<file path="src/rtl/spi_irq_pkg.sv">
// Shared constants for the SPI interrupt status unit.
// Assumes a 7-bit status word; bit positions are fixed because
// software decodes them.
package spi_irq_pkg;
    localparam int IRQ_W = 7;

    localparam int B_RX_OVF    = 0;
    localparam int B_MODE_FAIL = 1;
    localparam int B_TX_BELOW  = 2;
    localparam int B_TX_FULL   = 3;
    localparam int B_RX_AT     = 4;
    localparam int B_RX_FULL   = 5;
    localparam int B_TX_UNF    = 6;

    // Positions latched by events and cleared by software.
    localparam logic [IRQ_W-1:0] STICKY_BITS = 7'b100_0011;

    typedef enum logic [2:0] {
        SEL_STATUS_CLR = 3'd0,
        SEL_MASK_SET   = 3'd1,
        SEL_MASK_CLR   = 3'd2,
        SEL_TX_THR     = 3'd3,
        SEL_RX_THR     = 3'd4
    } wr_sel_e;
endpackage

</file>
<file path="src/rtl/spi_irq_thresh.sv">
// Holds the TX and RX threshold registers.
// Assumes the write strobes are already decoded and at most one is high.
module spi_irq_thresh #(
    parameter int CNT_W = 7
) (
    input  logic             clk,
    input  logic             rst_n,
    input  logic             wr_tx_i,
    input  logic             wr_rx_i,
    input  logic [CNT_W-1:0] data_i,
    output logic [CNT_W-1:0] tx_thr_o,
    output logic [CNT_W-1:0] rx_thr_o
);
    localparam logic [CNT_W-1:0] THR_RST = CNT_W'(1);

    // Load a threshold on its write strobe; reset both to one.
    always_ff @(posedge clk) begin
        if (!rst_n) begin
            tx_thr_o <= THR_RST;
            rx_thr_o <= THR_RST;
        end else begin
            if (wr_tx_i) tx_thr_o <= data_i;
            if (wr_rx_i) rx_thr_o <= data_i;
        end
    end
endmodule

</file>
<file path="src/rtl/spi_irq_status.sv">
// Status word register: sticky event bits plus live FIFO compare bits.
// Assumes the event vector is zero outside the sticky positions; a
// freeze input holds the whole word (linear mode).
module spi_irq_status
    import spi_irq_pkg::*;
#(
    parameter int CNT_W = 7
) (
    input  logic             clk,
    input  logic             rst_n,
    input  logic             freeze_i,
    input  logic [CNT_W-1:0] tx_count_i,
    input  logic [CNT_W-1:0] rx_count_i,
    input  logic [CNT_W-1:0] tx_thr_i,
    input  logic [CNT_W-1:0] rx_thr_i,
    input  logic             tx_full_i,
    input  logic             rx_full_i,
    input  logic [IRQ_W-1:0] event_i,
    input  logic [IRQ_W-1:0] clear_i,
    output logic [IRQ_W-1:0] status_o
);
    logic [IRQ_W-1:0] live;
    logic [IRQ_W-1:0] nxt;
    logic [IRQ_W-1:0] unused_live_in;

    // Evaluate the FIFO-derived conditions.
    always_comb begin
        live              = '0;
        live[B_RX_FULL]   = rx_full_i;
        live[B_TX_FULL]   = tx_full_i;
        live[B_RX_AT]     = (rx_count_i >= rx_thr_i);
        live[B_TX_BELOW]  = (tx_count_i < tx_thr_i);
    end

    // Pick the next value per bit: latch-and-clear or follow live.
    for (genvar g = 0; g < IRQ_W; g++) begin : g_bit
        if (STICKY_BITS[g]) begin : g_sticky
            assign nxt[g] = (status_o[g] & ~clear_i[g]) | event_i[g];
        end else begin : g_live
            assign nxt[g] = live[g];
        end
    end

    assign unused_live_in = (event_i | clear_i) & ~STICKY_BITS;

    // Update the word unless frozen.
    always_ff @(posedge clk) begin
        if (!rst_n)         status_o <= '0;
        else if (!freeze_i) status_o <= nxt;
    end
endmodule

</file>
<file path="src/rtl/spi_irq_mask.sv">
// Interrupt mask reached only through set-only and clear-only writes.
// Assumes set and clear strobes are never high together.
module spi_irq_mask
    import spi_irq_pkg::*;
(
    input  logic             clk,
    input  logic             rst_n,
    input  logic             set_i,
    input  logic             clr_i,
    input  logic [IRQ_W-1:0] data_i,
    output logic [IRQ_W-1:0] mask_o
);
    // Apply OR-in or clear-out of the written bits.
    always_ff @(posedge clk) begin
        if (!rst_n)     mask_o <= '0;
        else if (set_i) mask_o <= mask_o | data_i;
        else if (clr_i) mask_o <= mask_o & ~data_i;
    end
endmodule

</file>
<file path="src/rtl/spi_irq_status_unit.sv">
// Top of the SPI interrupt status unit: decodes the write port, holds
// thresholds, status and mask, and drives a registered level interrupt.
// Assumes event inputs are single-cycle pulses synchronous to clk.
module spi_irq_status_unit
    import spi_irq_pkg::*;
#(
    parameter int CNT_W  = 7,
    parameter int DATA_W = 32
) (
    input  logic              clk,
    input  logic              rst_n,
    input  logic              lin_mode_i,
    input  logic [CNT_W-1:0]  tx_count_i,
    input  logic [CNT_W-1:0]  rx_count_i,
    input  logic              tx_full_i,
    input  logic              rx_full_i,
    input  logic              ev_tx_underflow_i,
    input  logic              ev_rx_overflow_i,
    input  logic              ev_mode_fail_i,
    input  logic              wr_en_i,
    input  logic [2:0]        wr_addr_i,
    input  logic [DATA_W-1:0] wr_data_i,
    output logic [IRQ_W-1:0]  status_o,
    output logic [IRQ_W-1:0]  mask_o,
    output logic              irq_o
);
    logic             wr_stat, wr_mset, wr_mclr, wr_txt, wr_rxt;
    logic [IRQ_W-1:0] ev_vec;
    logic [CNT_W-1:0] tx_thr, rx_thr;
    logic             unused_wr_data;

    // Decode the write target.
    always_comb begin
        wr_stat = wr_en_i && (wr_addr_i == SEL_STATUS_CLR);
        wr_mset = wr_en_i && (wr_addr_i == SEL_MASK_SET);
        wr_mclr = wr_en_i && (wr_addr_i == SEL_MASK_CLR);
        wr_txt  = wr_en_i && (wr_addr_i == SEL_TX_THR);
        wr_rxt  = wr_en_i && (wr_addr_i == SEL_RX_THR);
    end

    // Place event pulses at their status positions.
    always_comb begin
        ev_vec              = '0;
        ev_vec[B_TX_UNF]    = ev_tx_underflow_i;
        ev_vec[B_MODE_FAIL] = ev_mode_fail_i;
        ev_vec[B_RX_OVF]    = ev_rx_overflow_i;
    end

    assign unused_wr_data = ^wr_data_i;

    spi_irq_thresh #(.CNT_W(CNT_W)) u_thresh (
        .clk      (clk),
        .rst_n    (rst_n),
        .wr_tx_i  (wr_txt),
        .wr_rx_i  (wr_rxt),
        .data_i   (wr_data_i[CNT_W-1:0]),
        .tx_thr_o (tx_thr),
        .rx_thr_o (rx_thr)
    );

    spi_irq_status #(.CNT_W(CNT_W)) u_status (
        .clk        (clk),
        .rst_n      (rst_n),
        .freeze_i   (lin_mode_i),
        .tx_count_i (tx_count_i),
        .rx_count_i (rx_count_i),
        .tx_thr_i   (tx_thr),
        .rx_thr_i   (rx_thr),
        .tx_full_i  (tx_full_i),
        .rx_full_i  (rx_full_i),
        .event_i    (ev_vec),
        .clear_i    (wr_stat ? wr_data_i[IRQ_W-1:0] : '0),
        .status_o   (status_o)
    );

    spi_irq_mask u_mask (
        .clk    (clk),
        .rst_n  (rst_n),
        .set_i  (wr_mset),
        .clr_i  (wr_mclr),
        .data_i (wr_data_i[IRQ_W-1:0]),
        .mask_o (mask_o)
    );

    // Register the interrupt level from status and mask.
    always_ff @(posedge clk) begin
        if (!rst_n) irq_o <= 1'b0;
        else        irq_o <= |(status_o & mask_o);
    end
endmodule

</file>
<file path="config.mk">
export PLATFORM = sky130hd
export DESIGN_NAME = spi_irq_status_unit
export DESIGN_NICKNAME = d
export VERILOG_FILES = /design/src/rtl/spi_irq_pkg.sv /design/src/rtl/spi_irq_thresh.sv /design/src/rtl/spi_irq_status.sv /design/src/rtl/spi_irq_mask.sv /design/src/rtl/spi_irq_status_unit.sv
export SDC_FILE = /design/constraint.sdc
export NUM_CORES = 1
export LEC_CHECK = 0
export ABC_AREA = 1
export ABC_CLOCK_PERIOD_IN_PS = 1400
export BUFFER_PORTS_ARGS = -buffer_cell sky130_fd_sc_hd__buf_2
export CORE_MARGIN = 2
export CORE_UTILIZATION = 46
export DETAILED_ROUTE_END_ITERATION = 8
export PLACE_DENSITY = 0.86
export SETUP_SLACK_MARGIN = 0.15
export SLEW_MARGIN = 10
export SYNTH_ARGS = -nofsm -noshare
export SYNTH_HDL_FRONTEND = slang
export SYNTH_HIERARCHICAL = 1
export SYNTH_SLANG_ARGS = --single-unit
</file>
<file path="constraint.sdc">
create_clock -name clk -period 1.4 [get_ports clk]
set_input_delay 0.28 -clock clk [delete_from_list [all_inputs] [get_ports clk]]
set_output_delay 0.28 -clock clk [all_outputs]
set_load 0.02 [all_outputs]
</file>
Word-level counts from Yosys, hierarchy flattened --
Index checks and enable logic that the tools add are counted.
Cells by class: order comparisons 2, equal/unequal tests 4, multiplexer cells 3, bitwise gates (word level) 13, reduce and logical (&&, ||, !) cells 8
Operators by type and width (count):
- 7-bit two-way mux | 3
- 7-bit AND | 2
- 7-bit >= comparator | 1
- 7-bit < comparator | 1
- 7-bit NOT | 1
- 7-bit bitwise OR | 1
- 7-bit OR reduction | 1
- 3-bit by 2-bit equality test with 1-bit output, second input constant | 2
- 1-bit logical AND | 5
- 1-bit AND | 3
- 3-bit by 1-bit equality test with 1-bit output, second input constant | 1
- 3-bit equality test, second input constant | 1
- 3-bit logical NOT | 1
- 1-bit NOT | 3
- 1-bit bitwise OR | 3
- 2-bit nonzero test | 1
Word-level totals: bits in registers 29, bits of input ports 58, output and inout bits 15, word-level logic and storage cells 35

Longest topological paths before layout --
depth after elaboration 6, depth in mapped cells 9, depth with buffers taken out 9

Hierarchy --
The synthesis kept the hierarchy.
Modules (own cells, without submodules):
- spi_irq_status | times used 1, cells an instance 95, area each 608.1 um^2, seq. area each 140.1 um^2
- spi_irq_thresh | times used 1, cells an instance 79, area each 549.3 um^2, seq. area each 280.3 um^2
- spi_irq_mask | times used 1, cells an instance 36, area each 257.7 um^2, seq. area each 140.1 um^2
- spi_irq_status_unit | times used 1, cells an instance 41, area each 193.9 um^2, seq. area each 20.0 um^2

Least setup slack after synthesis --
OpenSTA, ideal clock, no wires.
kind input to register, start input port wr_addr_i[2], end register u_thresh.tx_thr_o[0], setup time 120 ps, data arrival time 1124 ps, data required time 1280 ps, setup slack 156 ps, stages 7, path buffers 1, path through inv_1 > nand2_1 > nor3_1 > buf_6 > inv_1 > nand2_1 > nand3_1
Between the ends: cells in the longest elaborated chain, start to end 2
RTL lines:
- start, declared | line spi_irq_status_unit.sv:21 | input logic [2:0] wr_addr_i,
- 3-bit by 2-bit equality test with 1-bit output | line spi_irq_status_unit.sv:37 | wr_txt = wr_en_i && (wr_addr_i == SEL_TX_THR);
- 1-bit logical AND | line spi_irq_status_unit.sv:37
- net wr_txt | line spi_irq_status_unit.sv:27 | logic wr_stat, wr_mset, wr_mclr, wr_txt, wr_rxt;
- end signal, assigned | line spi_irq_thresh.sv:22 | if (wr_tx_i) tx_thr_o <= data_i;
- end, declared | line spi_irq_thresh.sv:11 | output logic [CNT_W-1:0] tx_thr_o,
The timed path passes the listed nets, and every way through them passes these cells. A chain may end at the register's enable or synchronous reset.

Worst setup path after layout --
start register u_thresh.rx_thr_o[5], end register u_status.status_o[4]
Between the ends: cells in the longest elaborated chain, start to end 1
RTL lines:
- start, declared | line spi_irq_thresh.sv:12 | output logic [CNT_W-1:0] rx_thr_o
- start signal, assigned | line spi_irq_thresh.sv:23 | if (wr_rx_i) rx_thr_o <= data_i;
- 7-bit >= comparator | line spi_irq_status.sv:31 | live[B_RX_AT] = (rx_count_i >= rx_thr_i);
- end signal, assigned | line spi_irq_status.sv:49 | else if (!freeze_i) status_o <= nxt;
- end, declared | line spi_irq_status.sv:20 | output logic [IRQ_W-1:0] status_o
No other way between the ends.

==> run_results.csv <==
group,metric,value,unit
run_status,status,"finished clean",
clock_tree,cts-root-buf,"clkbuf_4",
power_and_ir_drop,power_density,1010,nW/um^2
power_and_ir_drop,power_frac_comb,0.147,
place,dpl_worst_slack,0.152,ns
detailed_routing,avgRoutedWirePerCell,10.0,um
min_path,holdPathEnd,"u_status/status_o[5]",
sta,fmax,829,MHz
setup_path,r2r_cells,8,
setup_path,worst-setup-path-type,"flip-flop to flip-flop",
clock_tree,post_cts_buffers,0,
final_layout,post-route-util,0.605,
final_layout,fin_cells,344,
clock_tree,clock_sinks,29,
setup_path,cp_data_required_time,1.63,ns
detailed_routing,viasPerCell,4.56,
setup_path,cp-end-kind,"flip-flop",
grt,antenna_found_initial,0,
detailed_routing,route.detailed.drc,0,
final_layout,fin_nets,368,
logic_synthesis,synthesis.nets,313,
setup_path,r2r-start,"u_thresh/rx_thr_o[5]",
run,maxCapViolations,0,
clock_tree,clockBufferDepth,2,
sta,final-setup-viol-count,0,
setup_path,cp_slowest_cell,"dfxtp_2",
clock_tree,insertion_delay,0.33,ns
logic_synthesis,yosys_warnings,6,
logic_synthesis,syn_area,1580,sq um
setup_path,path_max_fanout,2,
sta,setup_tns,0,ns
sta,fin_skew,0.00915,ns
floorplanning,io_pins,73,
grt,top_usage_layer,"met2",
power_and_ir_drop,ir_drop,0.728,mV
min_path,min_from,"rx_full_i",
grt,grtUsageMet2,0.310,
sta,setup_slack,0.194,ns
setup_path,r2r_setup_slack,0.19,ns
power_and_ir_drop,p_int,1530,uW
floorplanning,die_area,3910,sq um
clock_tree,cts_inserted_buffers,5,
floorplanning,initial_core_util,0.476,
grt,grt_start_max_net_pins,21,
detailed_routing,drt_iter0_drc,53,
power_and_ir_drop,clock_power_share,0.420,
final_layout,n_antenna_cell,0,
logic_synthesis,avgSynthCellArea,6.51,sq um
sta,final.min_clock_period,1.21,ns
detailed_routing,first_pass_iters,4,
grt,grt_usage,0.183,
floorplanning,die_x,62.5,um
power_and_ir_drop,p_sw,498,uW
place,dp_hpwl,2660,um
floorplanning,fp-row-count,21,
grt,gr-total-overflow,0,
sta,worstMarginPinSlew,0.352,ns
sta,slew_headroom,0.765,
logic_synthesis,syn_inst,242,
power_and_ir_drop,leakagePower,0.00101,uW
setup_path,cp-start-kind,"flip-flop",
clock_tree,clkTransAtPathRegs,0.10,ns
sta,fin_crit_sh,0.861,
floorplanning,fp.coreArea,3310,sq um
place,dp.cells,336,
min_path,hp-class,"primary input to flip-flop",
sta,hold_slack,0.193,ns
sta,maxSlewViolCount,0,
detailed_routing,drt_wl_total,3460,um
place,io_buffers,47,
setup_path,slowest_delay,0.33,ns
final_layout,layout_common_cells,"nand2_1, buf_2, nor2_1, inv_1, dfxtp_1",
clock_tree,cts_max_level,2,
final_layout,layout_commonest_cell,"nand2_1",
grt,first_global_vias,1327,
setup_path,arrival,1.43,ns
floorplanning,die_h,62.5,um
detailed_routing,route.antenna.remaining_nets,0,
place,gp_congestion,0.829,
power_and_ir_drop,seqPwrFrac,0.433,
sta,rsz0062_at_grt,"true",
final_layout,area_growth,27.1,%
grt,grt_pass1_wl,5620,um
sta,hold_viol,0,
grt,use_met1,0.218,
min_path,min_path_cells,3,
setup_path,r2r-end,"u_status/status_o[4]",
clock_tree,cts_hold_buf,0,
detailed_routing,via_count,1567,
clock_tree,cts_tree,"yes",
setup_path,cp_cell_sequence,"inv_1 -> ha_1 -> nand2_2 -> inv_2 -> nand2_1 -> nand3_1 -> nor2_2 -> a21oi_2",
final_layout,drive_above_1_share,0.272,
power_and_ir_drop,sw_frac_of_total,0.245,
grt,use_met3,0.0577,
==> worst max-delay path by stage <==
stage | start | endpoint | slack (ns) | cells past startpoint
floorplan | wr_addr_i[2] | u_thresh/tx_thr_o[0] | 0.16 | 7
global placement | wr_addr_i[2] | u_thresh/tx_thr_o[0] | 0.17 | 8
detailed placement | rx_count_i[6] | u_status/status_o[4] | 0.15 | 8
CTS | u_thresh/rx_thr_o[6] | u_status/status_o[4] | 0.16 | 8
global route | u_thresh/rx_thr_o[5] | u_status/status_o[4] | 0.12 | 8
finish | u_thresh/rx_thr_o[5] | u_status/status_o[4] | 0.19 | 8
==> power by group through the flow <==
stage                     registers (uW)  clock network (uW)  logic (uW)
after floorplan                      918                   0         154
after global placement               896                   0         278
after global routing                 885                 909         337
final                                880                 853         298
after detailed placement             897                   0         288
after CTS                            878                 866         289
==> critical path: cells and delay by family, from the launching register on <==
| family | cells | cell delay (ns) |
|---|---|---|
| simple gates | 4 | 0.34 |
| compound gates | 1 | 0.08 |
| buf+inv | 2 | 0.08 |
| fa+ha+maj | 1 | 0.27 |
| flops | 1 | 0.33 |
==> what timing repair did <==
item,in CTS,in global routing
gates resized for setup,0,15
hold endpoints to repair,0,0
setup endpoints to repair,0,2
==> metrics by stage <==
stage / power, uW / area (sq um)
6_report: 2030 / 2000
5_1_grt: 2130 / 2000
4_1_cts: 2030 / 1970
3_5_place_dp: 1180 / 1860
3_3_place_gp: 1170 / 1860
2_1_floorplan: 1070 / 1580
==> final cells by class <==
class,instances,area [sq um]
clock buffer,5,37.5
clock inverter,3,65.1
fill,317,1310
inverter,39,146
multi-input combinational,171,841
sequential,29,589
tap,46,57.6
timing repair buffer,51,265
==> layer usage <==
layer / vias to the layer above / share of wire
li1: 839 / -
met1: 672 / 0.44
met2: 51 / 0.47
met3: 5 / 0.074
met4: 0 / 0.013
met5: - / 0
No activity file was read; power rests on OpenSTA's default activity.
